**src/rtl/gpio_bp_pkg.sv**
```systemverilog
package gpio_bp_pkg;

  typedef enum logic [1:0] {
    RGN_NONE = 2'd0,
    RGN_PIN  = 2'd1,
    RGN_DIR  = 2'd2
  } region_e;

endpackage

```
**src/rtl/gpio_bp_sync.sv**
```systemverilog
module gpio_bp_sync #(
  parameter int WIDTH  = 256,
  parameter int STAGES = 2
) (
  input  logic             clk,
  input  logic             rst_n,
  input  logic [WIDTH-1:0] async_in,
  output logic [WIDTH-1:0] sync_out
);

  logic [WIDTH-1:0] stage_q [STAGES];

  generate
    for (genvar s = 0; s < STAGES; s++) begin : g_stage
      always_ff @(posedge clk or negedge rst_n) begin
        if (!rst_n) begin
          stage_q[s] <= '0;
        end else if (s == 0) begin
          stage_q[s] <= async_in;
        end else begin
          stage_q[s] <= stage_q[(s == 0) ? 0 : s-1];
        end
      end
    end
  endgenerate

  assign sync_out = stage_q[STAGES-1];

endmodule

```
**src/rtl/gpio_bp_decode.sv**
```systemverilog
module gpio_bp_decode
  import gpio_bp_pkg::*;
#(
  parameter int          NUM_PORTS = 8,
  parameter int          PORT_W    = 32,
  parameter int          ADDR_W    = 14,
  parameter logic [13:0] DIR_BASE  = 14'h2000,
  localparam int NUM_PINS   = NUM_PORTS * PORT_W,
  localparam int PIN_IDX_W  = $clog2(NUM_PINS),
  localparam int PORT_IDX_W = (NUM_PORTS > 1) ? $clog2(NUM_PORTS) : 1
) (
  input  logic                  bus_word,
  input  logic [ADDR_W-1:0]     bus_addr,
  output region_e               region,
  output logic [PIN_IDX_W-1:0]  pin_base,
  output logic [PORT_IDX_W-1:0] port_idx
);

  localparam logic [ADDR_W-1:0] PIN_END  = ADDR_W'(NUM_PINS);
  localparam logic [ADDR_W-1:0] DIR_SPAN = ADDR_W'(4 * NUM_PORTS);

  logic [ADDR_W-1:0] dir_off;
  logic              pin_hit;
  logic              dir_hit;

  always_comb begin
    dir_off  = bus_addr - ADDR_W'(DIR_BASE);
    pin_hit  = (bus_addr < PIN_END);
    dir_hit  = bus_word && (bus_addr >= ADDR_W'(DIR_BASE)) && (dir_off < DIR_SPAN);
    pin_base = bus_word ? {bus_addr[PIN_IDX_W-1:2], 2'b00} : bus_addr[PIN_IDX_W-1:0];
    port_idx = dir_off[PORT_IDX_W+1:2];
    if (pin_hit)      region = RGN_PIN;
    else if (dir_hit) region = RGN_DIR;
    else              region = RGN_NONE;
  end

endmodule

```
**src/rtl/gpio_bp_regs.sv**
```systemverilog
module gpio_bp_regs #(
  parameter int NUM_PORTS = 8,
  parameter int PORT_W    = 32,
  parameter int DATA_W    = 32,
  localparam int NUM_PINS   = NUM_PORTS * PORT_W,
  localparam int PIN_IDX_W  = $clog2(NUM_PINS),
  localparam int PORT_IDX_W = (NUM_PORTS > 1) ? $clog2(NUM_PORTS) : 1,
  localparam int LANES      = DATA_W / 8
) (
  input  logic                  clk,
  input  logic                  rst_n,
  input  logic                  wr_pin,
  input  logic                  wr_dir,
  input  logic                  wr_word,
  input  logic [PIN_IDX_W-1:0]  pin_base,
  input  logic [PORT_IDX_W-1:0] port_idx,
  input  logic [DATA_W-1:0]     wdata,
  output logic [NUM_PINS-1:0]   latch_q,
  output logic [NUM_PINS-1:0]   dir_q
);

  logic [NUM_PINS-1:0] latch_nxt;
  logic [NUM_PINS-1:0] dir_nxt;

  always_comb begin
    latch_nxt = latch_q;
    if (wr_word) begin
      for (int k = 0; k < LANES; k++) begin
        latch_nxt[pin_base + PIN_IDX_W'(k)] = |wdata[8*k +: 8];
      end
    end else begin
      latch_nxt[pin_base] = |wdata[7:0];
    end
  end

  always_comb begin
    dir_nxt = dir_q;
    dir_nxt[port_idx * PORT_W +: PORT_W] = wdata[PORT_W-1:0];
  end

  always_ff @(posedge clk or negedge rst_n) begin
    if (!rst_n)      latch_q <= '0;
    else if (wr_pin) latch_q <= latch_nxt;
  end

  always_ff @(posedge clk or negedge rst_n) begin
    if (!rst_n)      dir_q <= '0;
    else if (wr_dir) dir_q <= dir_nxt;
  end

endmodule

```
**src/rtl/gpio_byte_port.sv**
```systemverilog
module gpio_byte_port
  import gpio_bp_pkg::*;
#(
  parameter int          NUM_PORTS   = 8,
  parameter int          PORT_W      = 32,
  parameter int          ADDR_W      = 14,
  parameter int          SYNC_STAGES = 2,
  parameter logic [13:0] DIR_BASE    = 14'h2000,
  localparam int NUM_PINS   = NUM_PORTS * PORT_W,
  localparam int DATA_W     = 32,
  localparam int LANES      = DATA_W / 8,
  localparam int PIN_IDX_W  = $clog2(NUM_PINS),
  localparam int PORT_IDX_W = (NUM_PORTS > 1) ? $clog2(NUM_PORTS) : 1
) (
  input  logic                clk,
  input  logic                rst_n,
  input  logic                bus_sel,
  input  logic                bus_wr,
  input  logic                bus_word,
  input  logic [ADDR_W-1:0]   bus_addr,
  input  logic [DATA_W-1:0]   bus_wdata,
  output logic [DATA_W-1:0]   bus_rdata,
  input  logic [NUM_PINS-1:0] pin_in,
  output logic [NUM_PINS-1:0] pin_out,
  output logic [NUM_PINS-1:0] pin_oe
);

  region_e               region;
  logic [PIN_IDX_W-1:0]  pin_base;
  logic [PORT_IDX_W-1:0] port_idx;
  logic [NUM_PINS-1:0]   sync_in;
  logic [NUM_PINS-1:0]   pin_val;
  logic                  wr_pin;
  logic                  wr_dir;
  logic                  rd_en;
  logic [DATA_W-1:0]     rdata_nxt;

  gpio_bp_decode #(
    .NUM_PORTS (NUM_PORTS),
    .PORT_W    (PORT_W),
    .ADDR_W    (ADDR_W),
    .DIR_BASE  (DIR_BASE)
  ) decode_i (
    .bus_word (bus_word),
    .bus_addr (bus_addr),
    .region   (region),
    .pin_base (pin_base),
    .port_idx (port_idx)
  );

  gpio_bp_sync #(
    .WIDTH  (NUM_PINS),
    .STAGES (SYNC_STAGES)
  ) sync_i (
    .clk      (clk),
    .rst_n    (rst_n),
    .async_in (pin_in),
    .sync_out (sync_in)
  );

  assign wr_pin = bus_sel && bus_wr && (region == RGN_PIN);
  assign wr_dir = bus_sel && bus_wr && (region == RGN_DIR);
  assign rd_en  = bus_sel && !bus_wr;

  gpio_bp_regs #(
    .NUM_PORTS (NUM_PORTS),
    .PORT_W    (PORT_W),
    .DATA_W    (DATA_W)
  ) regs_i (
    .clk      (clk),
    .rst_n    (rst_n),
    .wr_pin   (wr_pin),
    .wr_dir   (wr_dir),
    .wr_word  (bus_word),
    .pin_base (pin_base),
    .port_idx (port_idx),
    .wdata    (bus_wdata),
    .latch_q  (pin_out),
    .dir_q    (pin_oe)
  );

  // Output pins read back their latch, input pins their synchronized level.
  assign pin_val = (pin_oe & pin_out) | (~pin_oe & sync_in);

  always_comb begin
    rdata_nxt = '0;
    unique case (region)
      RGN_PIN: begin
        if (bus_word) begin
          for (int k = 0; k < LANES; k++) begin
            rdata_nxt[8*k] = pin_val[pin_base + PIN_IDX_W'(k)];
          end
        end else begin
          rdata_nxt[0] = pin_val[pin_base];
        end
      end
      RGN_DIR:  rdata_nxt[PORT_W-1:0] = pin_oe[port_idx * PORT_W +: PORT_W];
      default:  rdata_nxt = '0;
    endcase
  end

  always_ff @(posedge clk or negedge rst_n) begin
    if (!rst_n)     bus_rdata <= '0;
    else if (rd_en) bus_rdata <= rdata_nxt;
  end

endmodule

```
**config.mk**
```make
export PLATFORM = sky130hd
export DESIGN_NAME = gpio_byte_port
export DESIGN_NICKNAME = d
export VERILOG_FILES = /design/src/rtl/gpio_bp_pkg.sv /design/src/rtl/gpio_bp_sync.sv /design/src/rtl/gpio_bp_decode.sv /design/src/rtl/gpio_bp_regs.sv /design/src/rtl/gpio_byte_port.sv
export SDC_FILE = /design/constraint.sdc
export NUM_CORES = 2
export LEC_CHECK = 0
export BUFFER_PORTS_ARGS = -buffer_cell sky130_fd_sc_hd__buf_2
export CAP_MARGIN = 25
export CELL_PAD_IN_SITES_DETAIL_PLACEMENT = 1
export CELL_PAD_IN_SITES_GLOBAL_PLACEMENT = 1
export CORE_ASPECT_RATIO = 2
export CORE_MARGIN = 5
export CORE_UTILIZATION = 40
export CTS_CLUSTER_DIAMETER = 120
export DETAILED_ROUTE_END_ITERATION = 10
export PLACE_DENSITY = 0.79
export SYNTH_ARGS = -nofsm -noshare
export SYNTH_HDL_FRONTEND = slang
export SYNTH_SLANG_ARGS = --single-unit
```
**constraint.sdc**
```tcl
create_clock -name clk -period 2.2 [get_ports clk]
set_input_delay 0.44 -clock clk [delete_from_list [all_inputs] [get_ports clk]]
set_output_delay 0.44 -clock clk [all_outputs]
set_load 0.05 [all_outputs]
```
==> results of run 1 <==
## what timing repair did
action | CTS
buffers inserted | 209
pin swaps | 327
cloned | 23
endpoints found under the setup margin | 525
hold buffers | 257
resized for setup | 1232
endpoints found under the hold margin | 268
## cell usage after synthesis (45+ instances only)
| library cell | number | area share |
|---|---|---|
| dfrtp_1 | 1056 | 0.46 |
| nand2_1 | 744 | 0.049 |
| a21oi_1 | 458 | 0.040 |
| clkbuf_1 | 425 | 0.028 |
| o21ai_0 | 414 | 0.036 |
| mux2i_1 | 402 | 0.070 |
| a31oi_1 | 385 | 0.042 |
| nor2_1 | 304 | 0.020 |
| o22ai_1 | 218 | 0.024 |
| mux4_2 | 157 | 0.062 |
| mux2_2 | 145 | 0.029 |
| nand3_1 | 145 | 0.013 |
| nor3_1 | 110 | 0.0096 |
| buf_2 | 86 | 0.0075 |
| a22oi_1 | 73 | 0.0096 |
| buf_1 | 50 | 0.0033 |
| a211oi_1 | 49 | 0.0064 |
| a221oi_1 | 48 | 0.0073 |
| o221ai_1 | 48 | 0.0073 |
| a32oi_1 | 45 | 0.0069 |
| o211ai_1 | 45 | 0.0059 |
## logic make-up after synthesis
family / count (synthesis) / synth area share
simple gates: 1453 / 0.1089
xor+xnor: 20 / 0.003455
buf+inv: 594 / 0.04169
fa+ha+maj: 7 / 0.001530
compound gates: 2024 / 0.2220
flops: 1056 / 0.4618
mux: 704 / 0.1606
## routing by layer
layer,GRT overflow,track usage
met1,6,0.7635
met2,480,0.9801
met3,10,0.6396
met5,0,0.2958
met4,336,0.8690
## through the flow
step,cells,hold slack (ps),instance area [µm²],setup TNS (ps)
after detailed placement,10270,335.8,81630,-550980
after global placement,10270,332.4,81630,-463230
after floorplan,5858,144.4,57590,-376200
after CTS,10922,83.92,94440,-23560
==> out/qor.yml, run 1 <==
clock-sinks: 1056
synthesis.nets: 6172
hpwl_um: 365200
fp.dieH_um: 544.9
synth.distinct_cells: 90
overflow: 832
ys_ff_latch: 1056
grt_pass1_vias: 99313
synth_async_sr_flop_share: 1.000
synth_area_per_cell_um2: 9.769
numCtsBuffers: 99
rows: 196
io_buffers: 850
status: "stopped before the end"
synth-edff-count: 0
ioPinCount: 851
initial_core_util: 0.4016
place_ws_ps: -1756
stop_stage: "5_1_grt"
grt_usage: 0.8005
syn-cell-area_mm2: 0.05723
synth_seq_area_share: 0.4618
cts_root_buffer: "clkbuf_16"
die_w_um: 277.5
synth_flop_cell: "dfrtp_1"
grt_max_degree: 101
synth_cells: 5858
htreeDepth: 3
clk_path_buf_depth: 3
ys_warn_count: 0
error: "[ERROR GRT-0116] Global routing finished with congestion. Check the congestion regions in the DRC Viewer."
grt_pass1_wl_um: 882900
gp_congestion: 1.151
==> run 2, diff against run 1 <==
--- a/config.mk
+++ b/config.mk
@@ -7,14 +7,10 @@
 export LEC_CHECK = 0
 export BUFFER_PORTS_ARGS = -buffer_cell sky130_fd_sc_hd__buf_2
 export CAP_MARGIN = 25
-export CELL_PAD_IN_SITES_DETAIL_PLACEMENT = 1
-export CELL_PAD_IN_SITES_GLOBAL_PLACEMENT = 1
-export CORE_ASPECT_RATIO = 2
 export CORE_MARGIN = 5
-export CORE_UTILIZATION = 40
-export CTS_CLUSTER_DIAMETER = 120
+export CORE_UTILIZATION = 30
 export DETAILED_ROUTE_END_ITERATION = 10
-export PLACE_DENSITY = 0.79
+export PLACE_DENSITY_LB_ADDON = 0.15
 export SYNTH_ARGS = -nofsm -noshare
 export SYNTH_HDL_FRONTEND = slang
 export SYNTH_SLANG_ARGS = --single-unit
==> constraint.sdc (replaced) <==
create_clock -name clk -period 2.9 [get_ports clk]
set_input_delay 0.58 -clock clk [delete_from_list [all_inputs] [get_ports clk]]
set_output_delay 0.58 -clock clk [all_outputs]
set_load 0.05 [all_outputs]
==> run 2 against run 1 <==
- the flow now finishes, with violations (negative setup slack)
- synthesized cell count unchanged
- synthesized area unchanged
==> out/qor.yml, run 2 <==
status: "finished, violations left"
violations: "negative setup slack"
r2r-start: "regs_i.latch_q[54]$_DFFE_PN0P_"
rsz0062_at_grt: "yes"
htreeDepth: 3  # unchanged
numCtsBuffers: 118  # +19%
cp_max_fo: 2
period_needed_ps: 3014
hold_viol: 0
gp_congestion: 1.069  # -7.1%
tightest_slew_ps: 962.6
start_kind: "flop"
powerDensity_mw_per_mm2: 477.2
antenna_found_initial: 31
hp-start: "bus_wdata[29]"
required_ps: 3570
cp_cell_sequence: "mux2i_1 -> mux2i_1 -> mux4_2 -> nand2_1 -> and3_1 -> nor4_1 -> and3_1 -> a2111oi_1 -> nor2_1"
cts_tree: "built"
cp_data_arrival_time_ps: 3680
drt_first_pass_iters: 6
layout_common_cells: "buf_4 (1766), dfrtp_1 (1037), buf_2 (845)"
synth.distinct_cells: 90  # unchanged
cp-end-kind: "flop"
grt_pass1_wl_um: 590200
fin_worst_skew_ps: 46.97
dieArea_mm2: 0.1996
cts_root_buffer: "clkbuf_16"
synth_seq_area_share: 0.4618  # unchanged
fin_util: 0.4641
final_layout_size_suffix_gt1_frac: 0.4166
io_buffers: 850  # unchanged
comb_power_share: 0.227
holdWs_ps: 86.77
viasPerCell: 5.987
cpPeakStageDelay_ps: 530
layout_commonest_cell: "buf_4"
slowest_stage: "mux4_2"
min_period_over_period: 1.039
fill_cells: 18218
worstHoldPathType: "in -> reg"
synthDominantCellAreaShare: 0.4618  # unchanged
swShare: 0.3209
ant_nets: 0
p_clk_frac: 0.396
final_max_slew_viol_count: 0
timing.final.ws_setup_ps: -113.8
synth-edff-count: 0  # unchanged
fp.dieH_um: 446.8  # -18%
clkTransAtPathRegs_ps: 60
synthTopCellsByCount: "dfrtp_1 (1056), nand2_1 (744), a21oi_1 (458)"
clock-sinks: 1056  # unchanged
overflow: 0
avgRoutedWirePerCell_um: 40.36
min_to: "regs_i.dir_q[189]$_DFFE_PN0P_"
r2r_setup_slack_ps: -110
cp_top_family: "multiplexers"
core_area_mm2: 0.1900
synth_cells: 5858  # unchanged
rows: 160  # -18%
p_seq_frac: 0.377
irDropWorstVdd_v: 0.0005516
dr.first_iter.drc_count: 8168
regArea_mm2: 0.02645
ys_warn_count: 0  # unchanged
drv_cap: 0
multi_input_area_mm2: 0.02942
switching_power_mw: 13.50
clk_path_buf_depth: 3  # unchanged
max_freq_mhz: 331.8
setup_viol: 7
worstSetupPathDepth: 9
grt_pass1_vias: 64419
grt_usage: 0.4374
num_vias: 66712
synth_async_sr_flop_share: 1.000  # unchanged
p_int_mw: 28.57
synth_flop_cell: "dfrtp_1"
critPathBufInv: 0
initial_core_util: 0.3012  # -0.1004
ys_ff_latch: 1056  # unchanged
die_w_um: 446.8  # +61%
yosys.area.top_type: "dfrtp_1"
reg2regPathDepth: 9
synthesis.nets: 6172  # unchanged
drc_errors: 0
path_class: "reg -> reg"
power_leakage_nw: 40.08
clock_latency_ps: 840
syn2layout_area_growth_pct: 54.07
hpwl_um: 366300  # +0.30%
slew_headroom: 0.3399
syn-cell-area_mm2: 0.05723  # unchanged
r2r_end: "bus_rdata[0]$_DFFE_PN0P_"
nets: 8825
hold-path-cell-count: 3
ioPinCount: 851  # unchanged
yosysMostFrequentCell: "dfrtp_1"
grt_max_degree: 76
ys_top_cells_by_area: "dfrtp_1 (46%), mux2i_1 (7.0%), mux4_2 (6.2%), nand2_1 (4.9%), a31oi_1 (4.2%)"
drt-total-wl_um: 449700
synth_area_per_cell_um2: 9.769  # unchanged
-- run 2: cell counts after synthesis --
No cell type changed its count.
-- run 2: how the worst max path moves through the flow --
stage / from / endpoint / slack [ps]
after global placement: bus_addr[1] / regs_i.latch_q[227]$_DFFE_PN0P_ / -1210
final: regs_i.latch_q[54]$_DFFE_PN0P_ / bus_rdata[0]$_DFFE_PN0P_ / -110
after global routing: regs_i.dir_q[31]$_DFFE_PN0P_ / bus_rdata[0]$_DFFE_PN0P_ / -90
after detailed placement: bus_addr[1] / regs_i.latch_q[111]$_DFFE_PN0P_ / -1190
after CTS: regs_i.dir_q[94]$_DFFE_PN0P_ / bus_rdata[0]$_DFFE_PN0P_ / -90
after floorplan: bus_word / bus_rdata[24]$_DFFE_PN0P_ / -600
-- run 2: per-stage QoR --
| stage | area [µm²] | power (mW) | instances | setup TNS (ps) | setup WS (ps) |
|---|---|---|---|---|---|
| final | 88170 | 42.08 | 11143 | -276.5 | -113.8 |
| after global routing | 88140 | 43.01 | 11132 | -148.1 | -93.56 |
| after CTS | 87880 | 41.99 | 11121 | -92.86 | -92.86 |
| after detailed placement | 80710 | 25.03 | 10637 | -194010 | -1186 |
| after global placement | 80710 | 25.05 | 10636 | -192490 | -1209 |
| after floorplan | 57590 | 19.13 | 5858 | -87290 | -595.1 |
-- run 2: layout make-up --
| type | instances | area share |
|---|---|---|
| well taps | 2511 | 0.03563 |
| flip-flops and latches | 1056 | 0.3000 |
| diodes | 19 | 0.0005392 |
| clock buffers | 157 | 0.03765 |
| clock inverters | 65 | 0.01107 |
| multi-input cells | 4208 | 0.3336 |
| repair buffers | 3105 | 0.2806 |
| inverters | 22 | 0.0009366 |
-- run 2: layer usage --
layer	up-vias	track usage	share of wire
li1	27597	-	-
met1	33870	0.5488	0.39
met2	4283	0.6631	0.43
met3	946	0.07526	0.078
met4	16	0.3555	0.11
met5	-	0	0.00023
-- run 2: repair_timing --
| action | in CTS | in global routing |
|---|---|---|
| hold buffers | 257 | 0 |
| pin swaps | 6 | 5 |
| endpoints found under the setup margin | 27 | 36 |
| gates resized for setup | 63 | 53 |
| setup buffers | 5 | 3 |
| hold endpoints to repair | 293 | 0 |
-- run 2: worst register-to-register path, stage by stage, from the launching register on --
cell       delay [ps]
dfrtp_1           490
mux2i_1           440
mux2i_1           300
mux4_2            530
nand2_1            80
and3_1            280
nor4_1            110
and3_1            220
a2111oi_1         340
nor2_1             90
-- run 2: power by group through the flow --
stage	clock network, mW	registers (mW)	logic (mW)
after detailed placement	0	16.1	8.93
after global routing	17.4	15.8	9.75
final	16.7	15.9	9.55
after CTS	16.9	15.8	9.29
after floorplan	0	16.4	2.75
after global placement	0	16.1	8.96
-- run 2: logic make-up (layout without fill, tap and decap cells) --
kind of cell / count (synthesis) / after routing / share of synthesized area
mux: 704 / 704 / 0.1606
fa+ha+maj: 7 / 7 / 0.001530
buf+inv: 594 / 3349 / 0.04169
compound gates: 2024 / 2024 / 0.2220
flops: 1056 / 1056 / 0.4618
simple gates: 1453 / 1453 / 0.1089
xor+xnor: 20 / 20 / 0.003455
other cells: 0 / 19 / 0
(Power assumes the default switching activity.)
